File: src/rtl/ssp_pkg.sv
package ssp_pkg;

    localparam int MAX_LEN = 9;
    localparam int CODE_W  = 3;
    localparam int TAP_W   = $clog2(MAX_LEN);

    typedef enum logic {
        PAT_PULSE = 1'b0,
        PAT_WAVE  = 1'b1
    } pat_kind_e;

    typedef struct packed {
        logic [TAP_W-1:0] tap;
        logic             invert;
    } fb_cfg_t;

    // Pattern length for a code; the unused code 010 falls back to 2.
    function automatic logic [TAP_W-1:0] len_of_code(input logic [CODE_W-1:0] code);
        logic [TAP_W-1:0] n;
        case (code)
            3'b000:  n = TAP_W'(2);
            3'b001:  n = TAP_W'(3);
            3'b010:  n = TAP_W'(2);
            3'b011:  n = TAP_W'(5);
            3'b100:  n = TAP_W'(6);
            3'b101:  n = TAP_W'(7);
            3'b110:  n = TAP_W'(8);
            default: n = TAP_W'(9);
        endcase
        return n;
    endfunction

    // Starting chain contents: a single 1 at the head for pulses, all zero for waves.
    function automatic logic [MAX_LEN-1:0] start_state(input pat_kind_e kind);
        logic [MAX_LEN-1:0] v;
        v = '0;
        if (kind == PAT_PULSE) begin
            v[0] = 1'b1;
        end
        return v;
    endfunction

endpackage

File: src/rtl/ssp_cfg_decode.sv
module ssp_cfg_decode
    import ssp_pkg::*;
(
    input  logic [CODE_W-1:0]  len_code,
    input  logic               pat_type,
    output fb_cfg_t            cfg,
    output logic [MAX_LEN-1:0] preload
);

    pat_kind_e kind;

    always_comb begin
        kind       = pat_kind_e'(pat_type);
        cfg.tap    = len_of_code(len_code) - TAP_W'(1);
        cfg.invert = (kind == PAT_WAVE);
        preload    = start_state(kind);
    end

endmodule

File: src/rtl/ssp_chain.sv
module ssp_chain #(
    parameter int DEPTH = 9
) (
    input  logic             clk,
    input  logic             rst,
    input  logic             load,
    input  logic [DEPTH-1:0] load_val,
    input  logic             shift_en_n,
    input  logic             fb_in,
    output logic [DEPTH-1:0] stages
);

    logic [DEPTH-1:0] nxt;

    always_comb begin
        nxt[0] = fb_in;
    end

    genvar i;
    generate
        for (i = 1; i < DEPTH; i++) begin : g_link
            always_comb begin
                nxt[i] = stages[i-1];
            end
        end
    endgenerate

    always_ff @(posedge clk) begin
        if (rst || load) begin
            stages <= load_val;
        end else if (!shift_en_n) begin
            stages <= nxt;
        end
    end

endmodule

File: src/rtl/ssp_tap_mux.sv
module ssp_tap_mux
    import ssp_pkg::*;
(
    input  logic [MAX_LEN-1:0] stages,
    input  fb_cfg_t            cfg,
    output logic               tap_bit,
    output logic               fb_bit
);

    always_comb begin
        tap_bit = 1'b0;
        for (int i = 0; i < MAX_LEN; i++) begin
            if (cfg.tap == TAP_W'(i)) begin
                tap_bit = stages[i];
            end
        end
        fb_bit = tap_bit ^ cfg.invert;
    end

endmodule

File: src/rtl/ssp_gen.sv
module ssp_gen
    import ssp_pkg::*;
(
    input  logic              clk,
    input  logic              rst,
    input  logic              reload,
    input  logic              shift_en_n,
    input  logic [CODE_W-1:0] len_code,
    input  logic              pat_type,
    output logic              ser_out
);

    fb_cfg_t            cfg;
    logic [MAX_LEN-1:0] preload;
    logic [MAX_LEN-1:0] chain_q;
    logic [TAP_W-1:0]   tap_idx;
    logic               tap_bit;
    logic               fb_bit;

    ssp_cfg_decode u_decode (
        .len_code (len_code),
        .pat_type (pat_type),
        .cfg      (cfg),
        .preload  (preload)
    );

    ssp_chain #(.DEPTH(MAX_LEN)) u_chain (
        .clk        (clk),
        .rst        (rst),
        .load       (reload),
        .load_val   (preload),
        .shift_en_n (shift_en_n),
        .fb_in      (fb_bit),
        .stages     (chain_q)
    );

    ssp_tap_mux u_mux (
        .stages  (chain_q),
        .cfg     (cfg),
        .tap_bit (tap_bit),
        .fb_bit  (fb_bit)
    );

    assign tap_idx = cfg.tap;
    assign ser_out = tap_bit;

endmodule

File: config.mk
export PLATFORM = sky130hd
export DESIGN_NAME = ssp_gen
export DESIGN_NICKNAME = d
export VERILOG_FILES = /design/src/rtl/ssp_pkg.sv /design/src/rtl/ssp_cfg_decode.sv /design/src/rtl/ssp_chain.sv /design/src/rtl/ssp_tap_mux.sv /design/src/rtl/ssp_gen.sv
export SDC_FILE = /design/constraint.sdc
export NUM_CORES = 1
export LEC_CHECK = 0
export BUFFER_PORTS_ARGS = -buffer_cell sky130_fd_sc_hd__buf_2
export CORE_UTILIZATION = 30
export CTS_BUF_LIST = sky130_fd_sc_hd__clkbuf_4 sky130_fd_sc_hd__clkbuf_8 sky130_fd_sc_hd__clkbuf_16
export DETAILED_ROUTE_END_ITERATION = 6
export SLEW_MARGIN = 10
export SYNTH_ARGS = -nofsm -noshare
export SYNTH_HDL_FRONTEND = slang
export SYNTH_SLANG_ARGS = --single-unit
File: constraint.sdc
create_clock -name clk -period 4.2 [get_ports clk]
set_input_delay 0.21 -clock clk [delete_from_list [all_inputs] [get_ports clk]]
set_output_delay 0.21 -clock clk [all_outputs]
set_load 0.1 [all_outputs]
==> results of run 1 <==
==> critical path: cells and delay by family (launching register included) <==
kind	cells	cell delay (ns)
flops	1	0.35
simple gates	1	0.27
compound gates	1	0.14
mux	1	0.08
buf+inv	1	0.41
==> cells by family after synthesis <==
logic type             count (synthesis)  share of synthesized area [%]
AO/OA/AOI/OAI                          3                          7.941
XOR/XNOR                               1                          2.059
buffers and inverters                  2                          3.822
flip-flops                             9                          44.71
multiplexers                          11                          27.06
AND/OR/NAND/NOR                       14                          14.41
==> stage by stage <==
step / worst slack, ns / area [um2] / util, %
2_1_floorplan: 2.838 / 425.4 / -
3_3_place_gp: 2.718 / 467.9 / 35.52
3_5_place_dp: 2.715 / 467.9 / 35.52
4_1_cts: 2.467 / 498.0 / 37.80
5_1_grt: 2.359 / 498.0 / 37.80
6_report: 2.480 / 498.0 / 37.80
==> synthesized netlist by cell type <==
master	instances	area (um2)
sky130_fd_sc_hd__nor3b_1	1	7.510
sky130_fd_sc_hd__a2111o_1	1	11.26
sky130_fd_sc_hd__dfxtp_1	8	160.2
sky130_fd_sc_hd__nor2_1	10	37.54
sky130_fd_sc_hd__mux2_4	1	15.01
sky130_fd_sc_hd__nand2_1	1	3.750
sky130_fd_sc_hd__buf_2	1	5.000
sky130_fd_sc_hd__a211o_2	1	10.01
sky130_fd_sc_hd__mux2i_1	10	100.1
sky130_fd_sc_hd__a211oi_2	1	12.51
sky130_fd_sc_hd__buf_6	1	11.26
sky130_fd_sc_hd__edfxtp_1	1	30.03
sky130_fd_sc_hd__xor2_1	1	8.760
sky130_fd_sc_hd__or2_2	1	6.260
sky130_fd_sc_hd__and2_1	1	6.260
==> routing by layer <==
layer	global-route usage, %	wire, um	up-vias
met3	2.273	44	4
met1	13.65	323	133
met5	0	0	-
met2	17.62	277	6
met4	10.34	21	0
li1	-	-	157
==> power by group through the flow <==
| stage | clock (uW) | combinational (uW) | sequential (uW) |
|---|---|---|---|
| finish | 73.0 | 18.3 | 89.9 |
| global route | 80.4 | 20.0 | 89.9 |
| CTS | 77.0 | 18.5 | 89.9 |
| detailed placement | 0 | 18.5 | 91.8 |
| global placement | 0 | 18.5 | 91.9 |
| floorplan | 0 | 13.9 | 91.4 |
==> worst max-delay path by stage <==
| stage | end | slack (ns) | from |
|---|---|---|---|
| finish | ser_out | 2.48 | u_chain.stages[7] |
| global route | ser_out | 2.36 | u_chain.stages[7] |
| CTS | ser_out | 2.47 | u_chain.stages[7] |
| detailed placement | ser_out | 2.72 | len_code[1] |
| global placement | ser_out | 2.72 | len_code[1] |
| floorplan | u_chain.stages[0] | 2.84 | u_chain.stages[6] |
==> layout make-up <==
class                           count  area, um2  area share [%]
Clock buffer                        4      30.03           6.030
Multi-Input combinational cell     29      219.0           43.97
Sequential cell                     9      190.2           38.19
Tap cell                           15      18.77           3.769
Timing Repair Buffer                8      40.04           8.040
==> cell usage in the layout (no fill, tap or decap) <==
cell type and n:
sky130_fd_sc_hd__or2_2 1, sky130_fd_sc_hd__mux2i_1 10, sky130_fd_sc_hd__xor2_1 1, sky130_fd_sc_hd__nor2_1 10
sky130_fd_sc_hd__nand2_1 1, sky130_fd_sc_hd__clkbuf_4 4, sky130_fd_sc_hd__buf_2 8, sky130_fd_sc_hd__a211o_2 1
sky130_fd_sc_hd__dfxtp_1 8, sky130_fd_sc_hd__nor3b_1 1, sky130_fd_sc_hd__a2111o_1 1, sky130_fd_sc_hd__and2_1 1
sky130_fd_sc_hd__edfxtp_1 1, sky130_fd_sc_hd__mux2_4 1, sky130_fd_sc_hd__a211oi_2 1
==> impl_metrics.toml, run 1 <==
[detailed_routing]
post-route-drc-count = 0
detailedRoute.firstIterationViolations = 7
post_drt_wl_per_cell_um = 10.26
drt-pass1-iter-count = 4
route.final.wire_length_um = 667
drt_via_density = 4.615
routed-via-count = 300
detail-route-antenna-nets = 0

[sta]
timing.fmax_mhz = 581.5
timing.max_slew.rel_slack_pct = 67.88
fin_crit_sh_pct = 40.94
worst_clock_skew_ns = 0.001752
holdWs_ns = 0.2400
fin_tns_setup_ns = 0
slew_violations = 0
worstMarginPinSlew_ns = 0.4851
hold_violations = 0
setup_viol = 0
rsz0062_at_grt = "no"
min_clock_period_post_route_ns = 1.720

[cts]
ctsRootBufferMaster = "sky130_fd_sc_hd__clkbuf_4"
cts_hold_buffers = 0
htree_levels = 1
numClockSinks = 9
post_cts_setup_buffer_count = 0
clk_transition_reported_paths_ns = 0.06
cts_tree = "yes"
postCtsResizedCells = 0
cts_buffers = 3
cts_buffer_depth = 2
worst_skew_pair.late_latency_ns = 0.26

[die]
dieArea_mm2 = 0.001573
rows = 13
core_mm2 = 0.001318
floorplan.initialDensity_pct = 32.29
die_y_um = 39.66
chipWidth_um = 39.66
floorplan.io_pins = 9

[pwr]
seqPwrFrac_pct = 49.6
fin_total_pwr_uw = 181.2
power_leakage_uw = 0.0002229
intPower_uw = 139.7
power.net_switching_uw = 41.51
power.share.combinational_pct = 10.1
clockPowerShare_pct = 40.3
switching_share_pct = 22.91
peakVddDrop_mv = 0.1775
pwr_density_cell_mw_per_mm2 = 363.8

[worst_setup_path]
critPathRequiredTime_ns = 3.99
reg2reg_from = "u_chain.stages[6]"
timing.critical_path.to_type = "primary output"
slowest_stage = "sky130_fd_sc_hd__buf_2"
crit_chain = "mux2i_1 > nor3b_1 > a211o_2 > buf_2"
reg2regPathDepth = 3
critical_path.startpoint_type = "register"
critical_path.reg2reg.endpoint = "u_chain.stages[0]"
timing.critical_path.slowest_cell_delay_ns = 0.41
timing.critical_path.arrival_ns = 1.51
crit_path_max_fanout = 3
worstSetupPathType = "register to primary output"
timing.reg2reg.setup_slack_ns = 2.80

[placed_design]
number_of_placed_instances_taps_included = 61
portBuffers = 8
place_hpwl_um = 517.4
globalplace.congestion = 0.7305

[logic_synthesis]
synth_sequential_area_ratio_pct = 44.71
ys.warnings.count = 0
synthesis.area_per_instance_um2 = 10.64
post_synth_instance_area_um2 = 425.4
yosys.cell_types.count = 15
synth_cells = 40
synth-seq-cells = 9
mappedNetlistNets = 48

[worst_hold_path]
whs_endpoint = "u_chain.stages[0]"
timing.hold.worst.start = "rst"
whs_path_depth = 3
holdCritPathClass = "primary input to register"

[global_route]
global_route.overflow_total = 0
gr-usage-all-layers_pct = 11.66
grt_first_pass_wirelength_mm = 1.186
grt_start_max_net_pins = 10
first_global_vias = 307
number_of_antenna_violations_at_the_first_check_in_global_routing = 0

[final_layout]
largest_register_ff_count = 9
layout-area-overhead-vs-synth_pct = 17.06
drive_above_1_share_pct = 32.00
layout.filler_cells = 134
registers.top_by_ff_count = "u_chain.stages"
diodes = 0
top_regs = "u_chain.stages: 9 flops"
finish.net_count = 59
instances_no_fill = 65

[flow_run]
maxCapViolations = 0

[outcome]
status = "finished, final reports clean"
No activity file was read; power rests on OpenSTA's default activity.
==> inputs of run 2 (changes only) <==
==> constraint.sdc (replaced) <==
create_clock -name clk -period 1.4 [get_ports clk]
set_input_delay 0.07 -clock clk [delete_from_list [all_inputs] [get_ports clk]]
set_output_delay 0.07 -clock clk [all_outputs]
set_load 0.1 [all_outputs]
==> run 2 against run 1 <==
The run now ends with setup timing left. Highest routed layer unchanged. Non-clock buffer count is 4 higher. Core utilization is 4.4 points higher. Combinational power grew to 3.6 times the previous value. Die area stayed put. Wire length is 11% higher.
==> impl_metrics.toml, run 2 (synthesized netlist as in run 1, its figures left out) <==
[sta]
min_clock_period_post_route_ns = 1.412
rsz0062_at_grt = "yes"
setup_viol = 1
worstMarginPinSlew_ns = 0.2582
fin_tns_setup_ns = -0.01173
timing.max_slew.rel_slack_pct = 82.78
timing.fmax_mhz = 708.3
hold_violations = 0
fin_crit_sh_pct = 100.8
worst_clock_skew_ns = 0.004237
slew_violations = 0
setup_ws_ns = -0.01173

[cts]
worst_skew_pair.late_latency_ns = 0.26
post_cts_setup_buffer_count = 0
htree_levels = 1
cts_buffer_depth = 2
clk_transition_reported_paths_ns = 0.06
cts_tree = "yes"
ctsRootBufferMaster = "sky130_fd_sc_hd__clkbuf_4"
numClockSinks = 9
cts_buffers = 3

[global_route]
gr-usage-all-layers_pct = 12.77
global_route.overflow_total = 0
first_global_vias = 303
number_of_antenna_violations_at_the_first_check_in_global_routing = 0
grt_start_max_net_pins = 10
grt_first_pass_wirelength_mm = 1.242

[outcome]
status = "finished with violations"
violations = "setup timing"

[final_layout]
layout-area-overhead-vs-synth_pct = 30.59
top_regs = "u_chain.stages: 9 flops"
drive_above_1_share_pct = 38.89
layout.cells.most_common_list = "10 x sky130_fd_sc_hd__nor2_1, 10 x sky130_fd_sc_hd__mux2i_1, 8 x sky130_fd_sc_hd__dfxtp_1"
finish.net_count = 63
largest_register_ff_count = 9
diodes = 0
layout.filler_cells = 133
layout.area.seq_um2 = 190.2
multi_input_area_um2 = 231.5
instances_no_fill = 69
registers.top_by_ff_count = "u_chain.stages"

[worst_setup_path]
timing.critical_path.to_type = "primary output"
crit_path_max_fanout = 2
worstSetupPathType = "register to primary output"
critical_path.startpoint_type = "register"
timing.critical_path.arrival_ns = 1.34
critPathRequiredTime_ns = 1.33

[die]
die_y_um = 39.66
dieArea_mm2 = 0.001573
chipWidth_um = 39.66
floorplan.initialDensity_pct = 32.29
floorplan.io_pins = 9
rows = 13
core_mm2 = 0.001318

[pwr]
power.share.combinational_pct = 12.0
switching_share_pct = 22.51
power_leakage_uw = 0.0002488
clockPowerShare_pct = 39.0
pwr_density_cell_mw_per_mm2 = 989.9
seqPwrFrac_pct = 49.0
intPower_uw = 426.1
power.net_switching_uw = 123.8
peakVddDrop_mv = 0.6172

[detailed_routing]
route.final.wire_length_um = 742
routed-via-count = 311
post-route-drc-count = 0
detail-route-antenna-nets = 0
drt_via_density = 4.507
post_drt_wl_per_cell_um = 10.75
detailedRoute.firstIterationViolations = 1
drt-pass1-iter-count = 2

[flow_run]
maxCapViolations = 0

[worst_hold_path]
holdCritPathClass = "primary input to register"

[placed_design]
globalplace.congestion = 0.6678
place_worst_setup_slack_ns = 0.02122
portBuffers = 8
place_hpwl_um = 557.4
number_of_placed_instances_taps_included = 65
==> run 2: changes by cell type in the layout (fill, tap and decap cells not counted) <==
cell | before | now
sky130_fd_sc_hd__buf_4 | 0 | 4
sky130_fd_sc_hd__a211o_2 | 1 | 0
sky130_fd_sc_hd__a211o_4 | 0 | 1
sky130_fd_sc_hd__buf_12 | 0 | 1
sky130_fd_sc_hd__buf_2 | 8 | 7
sky130_fd_sc_hd__nor3b_1 | 1 | 0
sky130_fd_sc_hd__nor3b_2 | 0 | 1
==> run 2: final timing paths <==
path / from / end / slack, ns / cells after the start
setup / recovery: u_chain.stages[6] / ser_out / -0.01 / 3
hold / removal: rst / u_chain.stages[0] / 0.10 / 3
setup reg to reg: u_chain.stages[6] / u_chain.stages[0] / 0.01 / 3
hold reg to reg: u_chain.stages[8] / u_chain.stages[8] / 0.50 / 2
==> run 2: what timing repair did <==
item / 4_1_cts / 5_1_grt
gates resized for setup: 1 / 1
hold endpoints to repair: 0 / 0
pin swaps: 1 / 3
hold buffers: 0 / 0
setup endpoints to repair: 1 / 2
==> run 2: cell type report <==
class / count / area share (%)
multi-input combinational: 29 / 41.67
sequential: 9 / 34.23
timing repair buffer: 12 / 15.32
clock buffer: 4 / 5.405
tap: 15 / 3.378
==> run 2: power groups by stage <==
stage,clock network [uW],logic [uW],registers (uW)
after floorplan,0,41.8,274
after global placement,0,64.2,275
after detailed placement,0,64.3,275
after CTS,232,66.1,270
after global routing,237,70.8,270
final,214,65.9,270
==> run 2: through the flow <==
stage	util, %	total power (uW)	area, um2	hold slack (ns)
finish	42.17	549.9	555.5	0.1029
global route	42.17	577.8	555.5	0.1071
CTS	41.79	568.2	550.5	0.08387
detailed placement	38.94	339.7	513.0	0.3670
global placement	38.94	339.4	513.0	0.3706
floorplan	-	315.9	425.4	0.2662
==> run 2: critical path, cell delays in order, from the launching register on <==
cell	delay, ns
sky130_fd_sc_hd__dfxtp_1	0.31
sky130_fd_sc_hd__mux2_4	0.27
sky130_fd_sc_hd__a211o_4	0.33
sky130_fd_sc_hd__buf_12	0.17
==> run 2: metal layers <==
layer  vias up  track usage [%]  routed length, um
li1        169                -                  -
met5         -                0                  0
met1       136            15.86                367
met4         0            15.52                 12
met2         4            16.80                332
met3         2            1.705                 29
==> inputs of run 3 (changes only) <==
--- a/config.mk
+++ b/config.mk
@@ -6,9 +6,10 @@
 export NUM_CORES = 1
 export LEC_CHECK = 0
 export BUFFER_PORTS_ARGS = -buffer_cell sky130_fd_sc_hd__buf_2
-export CORE_UTILIZATION = 30
+export CORE_AREA = 2 2 39 41
 export CTS_BUF_LIST = sky130_fd_sc_hd__clkbuf_4 sky130_fd_sc_hd__clkbuf_8 sky130_fd_sc_hd__clkbuf_16
 export DETAILED_ROUTE_END_ITERATION = 6
+export DIE_AREA = 0 0 41 43
 export SLEW_MARGIN = 10
 export SYNTH_ARGS = -nofsm -noshare
 export SYNTH_HDL_FRONTEND = slang
==> run 3 against run 2 <==
The flow still finishes with violations (setup timing). Wire length rose by 7.8%. Clock skew rose by 0.0011 ns. Non-clock buffer count fell by 1. Flip-flop and latch count unchanged. Hold slack worse by 0.0078 ns. Largest cell class unchanged. Largest power group unchanged.
==> impl_metrics.toml, run 3 (synthesized netlist as in run 1, its figures left out) <==
[sta]
setup_ws_ns = -0.02705
slew_violations = 0
fin_crit_sh_pct = 101.9
rsz0062_at_grt = "yes"
holdWs_ns = 0.09513
hold_violations = 0
timing.fmax_mhz = 700.7
worst_clock_skew_ns = 0.005321
worstMarginPinSlew_ns = 0.2594
min_clock_period_post_route_ns = 1.427
timing.max_slew.rel_slack_pct = 82.67
setup_viol = 1

[cts]
cts_hold_buffers = 0
htree_levels = 1
ctsRootBufferMaster = "sky130_fd_sc_hd__clkbuf_4"
cts_buffers = 3
cts_tree = "yes"
worst_skew_pair.late_latency_ns = 0.27
clk_transition_reported_paths_ns = 0.06
cts_buffer_depth = 2
post_cts_setup_buffer_count = 0
numClockSinks = 9

[worst_setup_path]
crit_start = "u_chain.stages[6]"
worstSetupPathType = "register to primary output"
slowest_stage = "sky130_fd_sc_hd__a211o_4"
critical_path.reg2reg.endpoint = "u_chain.stages[0]"
critical_path.startpoint_type = "register"
timing.critical_path.arrival_ns = 1.36
reg2reg_from = "u_chain.stages[6]"
timing.reg2reg.setup_slack_ns = 0.02
critPathRequiredTime_ns = 1.33
timing.critical_path.to_type = "primary output"
crit_path_max_fanout = 2
crit_chain = "mux2_4 > a211o_4 > buf_12"
reg2regPathDepth = 3
timing.critical_path.slowest_cell_delay_ns = 0.34

[die]
core_mm2 = 0.001384
chipWidth_um = 41
dieArea_mm2 = 0.001763
floorplan.initialDensity_pct = 30.74
floorplan.io_pins = 9
rows = 14
die_y_um = 43

[detailed_routing]
drt-pass1-iter-count = 4
post_drt_wl_per_cell_um = 11.59
drt_via_density = 4.725
detailedRoute.firstIterationViolations = 3
post-route-drc-count = 0
detail-route-antenna-nets = 0
route.final.wire_length_um = 800
routed-via-count = 326

[final_layout]
diodes = 0
registers.top_by_ff_count = "u_chain.stages"
layout.cells.most_common_list = "10 x sky130_fd_sc_hd__nor2_1, 10 x sky130_fd_sc_hd__mux2i_1, 7 x sky130_fd_sc_hd__buf_2"
finish.net_count = 62
instances_no_fill = 69
layout-area-overhead-vs-synth_pct = 29.71
top_regs = "u_chain.stages: 9 flops"
largest_register_ff_count = 9
drive_above_1_share_pct = 41.51

[placed_design]
number_of_placed_instances_taps_included = 65
globalplace.congestion = 0.6735
portBuffers = 8
place_hpwl_um = 573

[pwr]
pwr_density_cell_mw_per_mm2 = 1014
peakVddDrop_mv = 0.2953
intPower_uw = 426.2
power.net_switching_uw = 133.4
switching_share_pct = 23.83
power.share.combinational_pct = 11.7
power_leakage_uw = 0.0002444
clockPowerShare_pct = 40.3
seqPwrFrac_pct = 48.0

[outcome]
violations = "setup timing"
status = "finished with violations"

[global_route]
grt_use_met1_pct = 12.30
grt_start_max_net_pins = 10
global_route.peak_usage_layer = "met4"
number_of_antenna_violations_at_the_first_check_in_global_routing = 0
gr-usage-all-layers_pct = 11.37
grtUsageMet2_pct = 15.94
met3_usage_pct = 0
grt_first_pass_wirelength_mm = 1.262
global_route.overflow_total = 0
first_global_vias = 326

[worst_hold_path]
whs_endpoint = "u_chain.stages[0]"
holdCritPathClass = "primary input to register"
timing.hold.worst.start = "rst"
whs_path_depth = 3

[flow_run]
maxCapViolations = 0
run 3: critical path, delay by kind of cell, from the launching register on:
kind / cells / cell delay, ns
buf+inv: 1 / 0.17
mux: 1 / 0.28
compound gates: 1 / 0.34
flops: 1 / 0.31
run 3: layout make-up:
cell class | count | area (um2)
sequential | 9 | 192.7
multi-input combinational | 29 | 231.5
clock buffer | 4 | 30.03
timing repair buffer | 11 | 77.57
tap | 16 | 20.02
fill | 149 | 832.0
run 3: worst max-delay path by stage:
stage,endpoint,slack (ns),cells past startpoint
after floorplan,u_chain.stages[0],0.04,3
after global placement,u_chain.stages[0],0.04,4
after detailed placement,u_chain.stages[0],0.03,3
after CTS,ser_out,-0.03,3
after global routing,ser_out,-0.05,3
final,ser_out,-0.03,3
run 3: power groups by stage:
stage | Sequential, uW | Combinational [uW] | Clock, uW
2_1_floorplan | 274 | 41.8 | 0
3_3_place_gp | 275 | 62.9 | 0
3_5_place_dp | 275 | 63.5 | 0
4_1_cts | 269 | 65.2 | 236
5_1_grt | 269 | 70.6 | 240
6_report | 269 | 65.5 | 225
run 3: per-stage QoR:
| stage | setup slack [ns] | power, uW | setup TNS [ns] | utilization, % | area, um2 |
|---|---|---|---|---|---|
| floorplan | 0.03810 | 315.9 | 0 | - | 425.4 |
| global placement | 0.03571 | 337.5 | 0 | 36.62 | 506.7 |
| detailed placement | 0.03239 | 338.2 | 0 | 36.62 | 506.7 |
| CTS | -0.03136 | 570.2 | -0.03136 | 39.33 | 544.3 |
| global route | -0.04530 | 579.3 | -0.05969 | 39.87 | 551.8 |
| finish | -0.02705 | 559.6 | -0.02705 | 39.87 | 551.8 |
run 3: repair_timing:
action | CTS | global route
gates resized for setup | 1 | 3
endpoints found under the setup margin | 1 | 2
pin swaps | 1 | 3
run 3: routing by layer:
metal  vias up  part of all wire (%)
met5         -                     0
met3         2                   2.6
met1       150                    44
li1        169                     -
met2         5                    51
met4         0                   2.1
